`src/rtl/hport_pkg.sv`:
```
package hport_pkg;

  // Configuration word, bit 6 down to bit 0.
  typedef struct packed {
    logic obe_inv;     // bit 6: status empty bit inverted
    logic merge;       // bit 5: full pin = full | empty
    logic flag_low;    // bit 4: flag pins active-low
    logic lane_swap;   // bit 3: byte-select lane inversion
    logic ds_high;     // bit 2: single data strobe active-high
    logic one_strobe;  // bit 1: direction line plus one data strobe
    logic wide;        // bit 0: 16-bit transfers
  } hport_cfg_t;

  localparam int CFG_BITS = $bits(hport_cfg_t);

  // Byte lane addressed by an access.
  function automatic logic lane_of(input logic bsel, input logic swap);
    return bsel ^ swap;
  endfunction

endpackage

```
`src/rtl/hport_sync.sv`:
```
module hport_sync #(
  parameter int W = 1,
  parameter logic [W-1:0] RST_VAL = '0
) (
  input  logic         clk,
  input  logic         rst,
  input  logic [W-1:0] d,
  output logic [W-1:0] q
);

  logic [W-1:0] meta;

  always_ff @(posedge clk) begin
    if (rst) begin
      meta <= RST_VAL;
      q    <= RST_VAL;
    end else begin
      meta <= d;
      q    <= meta;
    end
  end

endmodule

```
`src/rtl/hport_strobe.sv`:
```
module hport_strobe #(
  parameter int DW     = 8,
  parameter int SETTLE = 3
) (
  input  logic          clk,
  input  logic          rst,
  input  logic          cfg_we,
  input  logic          one_strobe,
  input  logic          ds_high,
  input  logic          lane_swap,
  input  logic          a_s,
  input  logic          b_s,
  input  logic          bsel_s,
  input  logic [DW-1:0] dat_s,
  output logic          wr_evt,
  output logic          rd_evt,
  output logic          evt_lane,
  output logic [DW-1:0] evt_data,
  output logic          rd_on,
  output logic          lane_now
);

  localparam int SW = $clog2(SETTLE + 1);

  logic [SW-1:0] settle;
  logic          masked;
  logic          ds_on;
  logic          wr_now;
  logic          rd_now;
  logic          wr_q;
  logic          rd_q;

  assign masked   = (settle != '0);
  assign lane_now = hport_pkg::lane_of(bsel_s, lane_swap);

  always_comb begin
    ds_on = ds_high ? b_s : ~b_s;
    if (one_strobe) begin
      wr_now = ds_on & ~a_s;
      rd_now = ds_on &  a_s;
    end else begin
      wr_now = ~a_s;
      rd_now = ~b_s;
    end
  end

  always_ff @(posedge clk) begin
    if (rst) begin
      settle   <= SW'(SETTLE);
      wr_q     <= 1'b0;
      rd_q     <= 1'b0;
      evt_lane <= 1'b0;
      evt_data <= '0;
    end else begin
      if (cfg_we)
        settle <= SW'(SETTLE);
      else if (masked)
        settle <= settle - 1'b1;
      wr_q <= (masked || cfg_we) ? 1'b0 : wr_now;
      rd_q <= (masked || cfg_we) ? 1'b0 : rd_now;
      if (wr_now || rd_now)
        evt_lane <= lane_now;
      if (wr_now)
        evt_data <= dat_s;
    end
  end

  // trailing edge of an accepted strobe
  assign wr_evt = wr_q & ~wr_now & ~masked;
  assign rd_evt = rd_q & ~rd_now & ~masked;
  assign rd_on  = rd_q;

endmodule

```
`src/rtl/hport_regs.sv`:
```
module hport_regs #(
  parameter int DW = 8
) (
  input  logic            clk,
  input  logic            rst,
  input  logic            wide,
  input  logic            wr_evt,
  input  logic            rd_evt,
  input  logic            evt_lane,
  input  logic [DW-1:0]   evt_data,
  input  logic            core_wr,
  input  logic [2*DW-1:0] core_wdata,
  input  logic            core_rd,
  output logic [2*DW-1:0] in_word,
  output logic [2*DW-1:0] out_word,
  output logic            ibf,
  output logic            obe,
  output logic            wr_final,
  output logic            rd_final
);

  localparam int LANES = 2;

  logic [DW-1:0] in_lane [LANES];

  assign wr_final = wr_evt & (evt_lane == wide);
  assign rd_final = rd_evt & (evt_lane == wide);

  for (genvar g = 0; g < LANES; g++) begin : g_lane
    always_ff @(posedge clk) begin
      if (rst)
        in_lane[g] <= '0;
      else if (wr_evt && (evt_lane == 1'(g)))
        in_lane[g] <= evt_data;
    end
    assign in_word[g*DW +: DW] = in_lane[g];
  end

  always_ff @(posedge clk) begin
    if (rst) begin
      out_word <= '0;
      ibf      <= 1'b0;
      obe      <= 1'b1;
    end else begin
      if (core_wr)
        out_word <= core_wdata;
      if (wr_final)
        ibf <= 1'b1;
      else if (core_rd)
        ibf <= 1'b0;
      if (core_wr)
        obe <= 1'b0;
      else if (rd_final)
        obe <= 1'b1;
    end
  end

endmodule

```
`src/rtl/hport_outs.sv`:
```
module hport_outs #(
  parameter int DW = 8
) (
  input  logic            clk,
  input  logic            rst,
  input  logic            flag_low,
  input  logic            merge,
  input  logic            obe_inv,
  input  logic            ibf,
  input  logic            obe,
  input  logic [2*DW-1:0] in_word,
  input  logic [2*DW-1:0] out_word,
  input  logic            lane_now,
  input  logic            rd_on,
  output logic            pin_full,
  output logic            pin_empty,
  output logic [1:0]      stat,
  output logic [2*DW-1:0] rdata,
  output logic [DW-1:0]   dout,
  output logic            doe
);

  logic full_src;

  assign full_src = merge ? (ibf | obe) : ibf;

  always_ff @(posedge clk) begin
    if (rst) begin
      pin_full  <= 1'b0;
      pin_empty <= 1'b1;
      stat      <= 2'b10;
      rdata     <= '0;
      dout      <= '0;
      doe       <= 1'b0;
    end else begin
      pin_full  <= full_src ^ flag_low;
      pin_empty <= obe ^ flag_low;
      stat      <= {obe ^ obe_inv, ibf};
      rdata     <= in_word;
      dout      <= lane_now ? out_word[2*DW-1:DW] : out_word[DW-1:0];
      doe       <= rd_on;
    end
  end

endmodule

```
`src/rtl/hport_top.sv`:
```
module hport_top #(
  parameter int DW     = 8,
  parameter int SETTLE = 3
) (
  input  logic                              clk,
  input  logic                              rst,
  input  logic                              cfg_we,
  input  logic [hport_pkg::CFG_BITS-1:0]    cfg_wdata,
  input  logic                              core_wr,
  input  logic [2*DW-1:0]                   core_wdata,
  input  logic                              core_rd,
  output logic [2*DW-1:0]                   core_rdata,
  output logic [1:0]                        core_stat,
  input  logic                              hst_a,
  input  logic                              hst_b,
  input  logic                              hst_bsel,
  input  logic [DW-1:0]                     hst_din,
  output logic [DW-1:0]                     hst_dout,
  output logic                              hst_doe,
  output logic                              pin_full,
  output logic                              pin_empty
);

  import hport_pkg::*;

  localparam int WW = 2 * DW;

  hport_cfg_t      cfg_q;
  logic [1:0]      stb_s;
  logic [DW:0]     bus_s;
  logic            wr_evt;
  logic            rd_evt;
  logic            evt_lane;
  logic [DW-1:0]   evt_data;
  logic            rd_on;
  logic            lane_now;
  logic [WW-1:0]   in_word;
  logic [WW-1:0]   out_word;
  logic            ibf_q;
  logic            obe_q;
  logic            wr_final;
  logic            rd_final;

  always_ff @(posedge clk) begin
    if (rst)
      cfg_q <= '0;
    else if (cfg_we)
      cfg_q <= hport_cfg_t'(cfg_wdata);
  end

  hport_sync #(.W(2), .RST_VAL(2'b11)) i_sync_stb (
    .clk (clk),
    .rst (rst),
    .d   ({hst_a, hst_b}),
    .q   (stb_s)
  );

  hport_sync #(.W(DW + 1), .RST_VAL('0)) i_sync_bus (
    .clk (clk),
    .rst (rst),
    .d   ({hst_bsel, hst_din}),
    .q   (bus_s)
  );

  hport_strobe #(.DW(DW), .SETTLE(SETTLE)) i_strobe (
    .clk        (clk),
    .rst        (rst),
    .cfg_we     (cfg_we),
    .one_strobe (cfg_q.one_strobe),
    .ds_high    (cfg_q.ds_high),
    .lane_swap  (cfg_q.lane_swap),
    .a_s        (stb_s[1]),
    .b_s        (stb_s[0]),
    .bsel_s     (bus_s[DW]),
    .dat_s      (bus_s[DW-1:0]),
    .wr_evt     (wr_evt),
    .rd_evt     (rd_evt),
    .evt_lane   (evt_lane),
    .evt_data   (evt_data),
    .rd_on      (rd_on),
    .lane_now   (lane_now)
  );

  hport_regs #(.DW(DW)) i_regs (
    .clk        (clk),
    .rst        (rst),
    .wide       (cfg_q.wide),
    .wr_evt     (wr_evt),
    .rd_evt     (rd_evt),
    .evt_lane   (evt_lane),
    .evt_data   (evt_data),
    .core_wr    (core_wr),
    .core_wdata (core_wdata),
    .core_rd    (core_rd),
    .in_word    (in_word),
    .out_word   (out_word),
    .ibf        (ibf_q),
    .obe        (obe_q),
    .wr_final   (wr_final),
    .rd_final   (rd_final)
  );

  hport_outs #(.DW(DW)) i_outs (
    .clk       (clk),
    .rst       (rst),
    .flag_low  (cfg_q.flag_low),
    .merge     (cfg_q.merge),
    .obe_inv   (cfg_q.obe_inv),
    .ibf       (ibf_q),
    .obe       (obe_q),
    .in_word   (in_word),
    .out_word  (out_word),
    .lane_now  (lane_now),
    .rd_on     (rd_on),
    .pin_full  (pin_full),
    .pin_empty (pin_empty),
    .stat      (core_stat),
    .rdata     (core_rdata),
    .dout      (hst_dout),
    .doe       (hst_doe)
  );

endmodule

```
`config.mk`:
```
export PLATFORM = sky130hd
export DESIGN_NAME = hport_top
export DESIGN_NICKNAME = d
export VERILOG_FILES = /design/src/rtl/hport_pkg.sv /design/src/rtl/hport_sync.sv /design/src/rtl/hport_strobe.sv /design/src/rtl/hport_regs.sv /design/src/rtl/hport_outs.sv /design/src/rtl/hport_top.sv
export SDC_FILE = /design/constraint.sdc
export NUM_CORES = 1
export LEC_CHECK = 0
export ABC_CLOCK_PERIOD_IN_PS = 2400
export CORE_MARGIN = 1.5
export CORE_UTILIZATION = 46
export CTS_BUF_LIST = sky130_fd_sc_hd__clkbuf_8
export DETAILED_ROUTE_END_ITERATION = 8
export PLACE_DENSITY_LB_ADDON = 0.05
export SLEW_MARGIN = 20
export SYNTH_ARGS = -nofsm -noshare
export SYNTH_HDL_FRONTEND = slang
export SYNTH_HIERARCHICAL = 1
export SYNTH_SLANG_ARGS = --single-unit
```
`constraint.sdc`:
```
create_clock -name clk -period 2.4 [get_ports clk]
set_input_delay 0.48 -clock clk [delete_from_list [all_inputs] [get_ports clk]]
set_output_delay 0.48 -clock clk [all_outputs]
set_load 0.005 [all_outputs]
```
==> results.md <==
- Yosys warning total: 6
- Number of buffer cells added on primary ports: 67
- Number of buffers between clock root and the deepest sink: 2
- Hold path startpoint: i_sync_stb/meta[1]$_SDFF_PP1_
- Endpoint required time on the critical path: 2.43 ns
- Instance count of the mapped netlist: 307
- Total via count in the routed design: 2181
- Fraction of layout instances using a drive strength above 1: 0.0703
- Total negative slack: 0 ns
- Number of placed instances with taps included: 470
- Worst min-delay path class: reg -> reg
- Remaining number of nets flagged by the antenna check after routing: 0
- Die X-Extent: 91.3 um
- Int Power: 2.40 mW
- Proportion of power drawn by the clock network: 0.304
- Setup CP Type: reg -> reg
- Slack of the worst reg-to-reg path: 0.58 ns
- Pin count of the biggest net entering global routing: 26
- Minimum setup slack in the final design: 0.577 ns
- CTS tree: built
- Setup violation total in the final timing report: 0
- Remaining routing DRC violations: 0
- Standby leakage power: 1.82 nW
- Number of top-level design ports: 68
- Area of the mapped netlist: 3580 um^2
- Outcome: completed
- Number of hold buffers added after CTS: 0
- Number of antenna violations at the first check in global routing: 0
- Final Power: 3.09 mW
- Vertical die dimension: 91.3 um
- Syn-to-layout area delta: 25.1%
- Max Fclk: 549 MHz
- Setup Slack @ Placement: 0.574 ns
- Final-layout fill cell count: 671
- Average wire per standard cell: 11.3 um
- Reg2Reg Capture Point: i_regs/in_lane[1][0]$_SDFFCE_PN0P_
- Critical path peak fanout: 9
- Area of all sequential standard cells: 2260 um^2
- Combinational share of power: 0.086
- Inserted Clock Buffers: 9
- Depth of the most critical reg-to-reg path: 5
- Critical Path End Type: flip-flop
- Gr ovfl total: 0
- Setup bufs post-CTS: 0
- Routed WL: 5490 um
- Synth Net Count: 347
- Num Clock Sinks: 105
- Resized Gates After CTS: 0
- Inserted Diodes: 0
- Worst Path Arrival: 1.85 ns
- Type of element launching the critical path: flip-flop
- Clock transition time at the flip-flop clock pins of the worst setup and hold paths: 0.09 ns
- Final critical-path share of the clock period: 0.759
- Max Transition Viols Final: 0
- Source-to-sink clock delay at the later pin of the worst-skew pair: 0.35 ns
- Seq pwr share: 0.610
- Startpoint of the worst-slack reg-to-reg timing path: i_sync_stb/q[0]$_SDFF_PP1_
- Wire length of the first global-routing pass: 9480 um
- PwrDens: 690 nW/um^2
- Mean post-synth cell area: 11.7 um^2
- Hold Crit Depth: 1
- Switching Power: 0.697 mW
- Detailed-routing iteration count for the pre-antenna-repair pass: 4
- Unrepaired setup endpoints after global routing: no
- Transition time at the pin with the least slew margin: 0.465 ns
- CTS Root Cell: sky130_fd_sc_hd__clkbuf_8
- Number of placement rows: 32
- Largest clock skew in the final design: 0.0122 ns
- Multi-input logic area: 1180 um^2
- HPWL after DPL: 3910 um
- H-tree depth: 3
- Tmin final: 1.82 ns
- Total number of nets in the final design: 419
- Vias in the first global route: 2048
- Filler-free cell count of the finished design: 486
- Placeable core area: 7650 um^2
- Max Cap Violations: 0
- Worst slew slack as a fraction of its limit: 0.689
- Largest vdd supply drop: 0.368 mV
- Vias per inst: 4.49
- Total global-route track usage: 0.145
- Worst Hold End: i_sync_stb/q[1]$_SDFF_PP1_
- Starting Density: 0.469
- Gp weighted congestion: 0.781
- Die Footprint: 8330 um^2
- Number of DRC violations after detailed-routing iteration 0: 76
- Start point of the critical path: i_sync_stb/q[0]$_SDFF_PP1_
- Switching part of the total power: 0.225
- Hold violation count in the final report: 0
-- power groups by stage --
stage	clock (mW)	sequential [mW]	combinational (mW)
final	0.942	1.89	0.265
after global routing	1.05	1.90	0.292
after CTS	0.985	1.89	0.270
after floorplan	0	1.92	0.144
after global placement	0	1.93	0.265
after detailed placement	0	1.93	0.269
-- routing by layer --
metal,share of wire,global-route usage,vias to the layer above
met4,0.012,0.0469,0
li1,-,-,1139
met1,0.50,0.194,985
met3,0.045,0.0452,5
met5,0,0,-
met2,0.44,0.223,52
-- sequential cells by signal, indices dropped and copies added (netlist names) --
| register | count |
|---|---|
| i_regs/in_lane | 16 |
| i_strobe/wr_q | 1 |
| i_strobe/evt_data | 8 |
| i_outs/pin_empty | 1 |
| i_regs/obe | 1 |
| i_outs/dout | 8 |
| i_outs/pin_full | 1 |
| cfg_q | 7 |
| i_strobe/rd_on | 1 |
| i_outs/stat | 2 |
| i_sync_bus/meta | 9 |
| i_sync_bus/q | 9 |
| i_regs/out_word | 16 |
| i_sync_stb/q | 2 |
| i_strobe/evt_lane | 1 |
| i_outs/rdata | 16 |
| i_sync_stb/meta | 2 |
| i_outs/doe | 1 |
| i_regs/ibf | 1 |
| i_strobe/settle | 2 |
-- worst max-delay path, cell delays in order, from the launching register on --
cell and delay [ns]:
sky130_fd_sc_hd__dfxtp_1 0.44, sky130_fd_sc_hd__xor2_1 0.17, sky130_fd_sc_hd__a21oi_1 0.10, sky130_fd_sc_hd__nor2_1 0.22, sky130_fd_sc_hd__nand2_1 0.24, sky130_fd_sc_hd__nand2_1 0.34
-- stage by stage --
| step | utilization | instance area [um^2] | hold WS, ns |
|---|---|---|---|
| finish | 0.586 | 4480 | 0.410 |
| global route | 0.586 | 4480 | 0.423 |
| CTS | 0.586 | 4480 | 0.415 |
| detailed placement | 0.564 | 4310 | 0.393 |
| global placement | 0.564 | 4310 | 0.387 |
| floorplan | - | 3580 | 0.383 |
-- area by class of cell --
cell class | instances | share of cell area
Timing Repair Buffer | 75 | 0.162
Sequential cell | 105 | 0.504
Clock inverter | 7 | 0.0103
Clock buffer | 9 | 0.0276
Inverter | 5 | 0.00419
Tap cell | 102 | 0.0285
Multi-Input combinational cell | 183 | 0.263
-- worst max path at each step --
stage | cells after the start | slack [ns] | endpoint
after global routing | 5 | 0.39 | i_regs/in_lane[1][4]$_SDFFCE_PN0P_
after CTS | 5 | 0.56 | i_regs/in_lane[1][5]$_SDFFCE_PN0P_
after global placement | 5 | 0.65 | i_regs/in_lane[1][1]$_SDFFCE_PN0P_
after detailed placement | 5 | 0.57 | i_regs/in_lane[1][5]$_SDFFCE_PN0P_
final | 5 | 0.58 | i_regs/in_lane[1][0]$_SDFFCE_PN0P_
after floorplan | 7 | 0.71 | i_regs/in_lane[0][0]$_SDFFCE_PN0P_
-- placed cells by master (no fill, tap or decap), drive strengths merged, types with 2 or more instances in the layout --
cell type and instances:
o21ai 2, dfxtp 89, mux2 2, nand2 8, or2 4, xor2 3, inv 9, a21oi 2
and2b 14, clkdlybuf4s50 66, nor2b 24, xnor2 3, clkinv 2, buf 9, nor2 61, mux2i 39
nand2b 11, clkbuf 9, edfxtp 16, and3 2
Power figures use the tool's default switching activity.
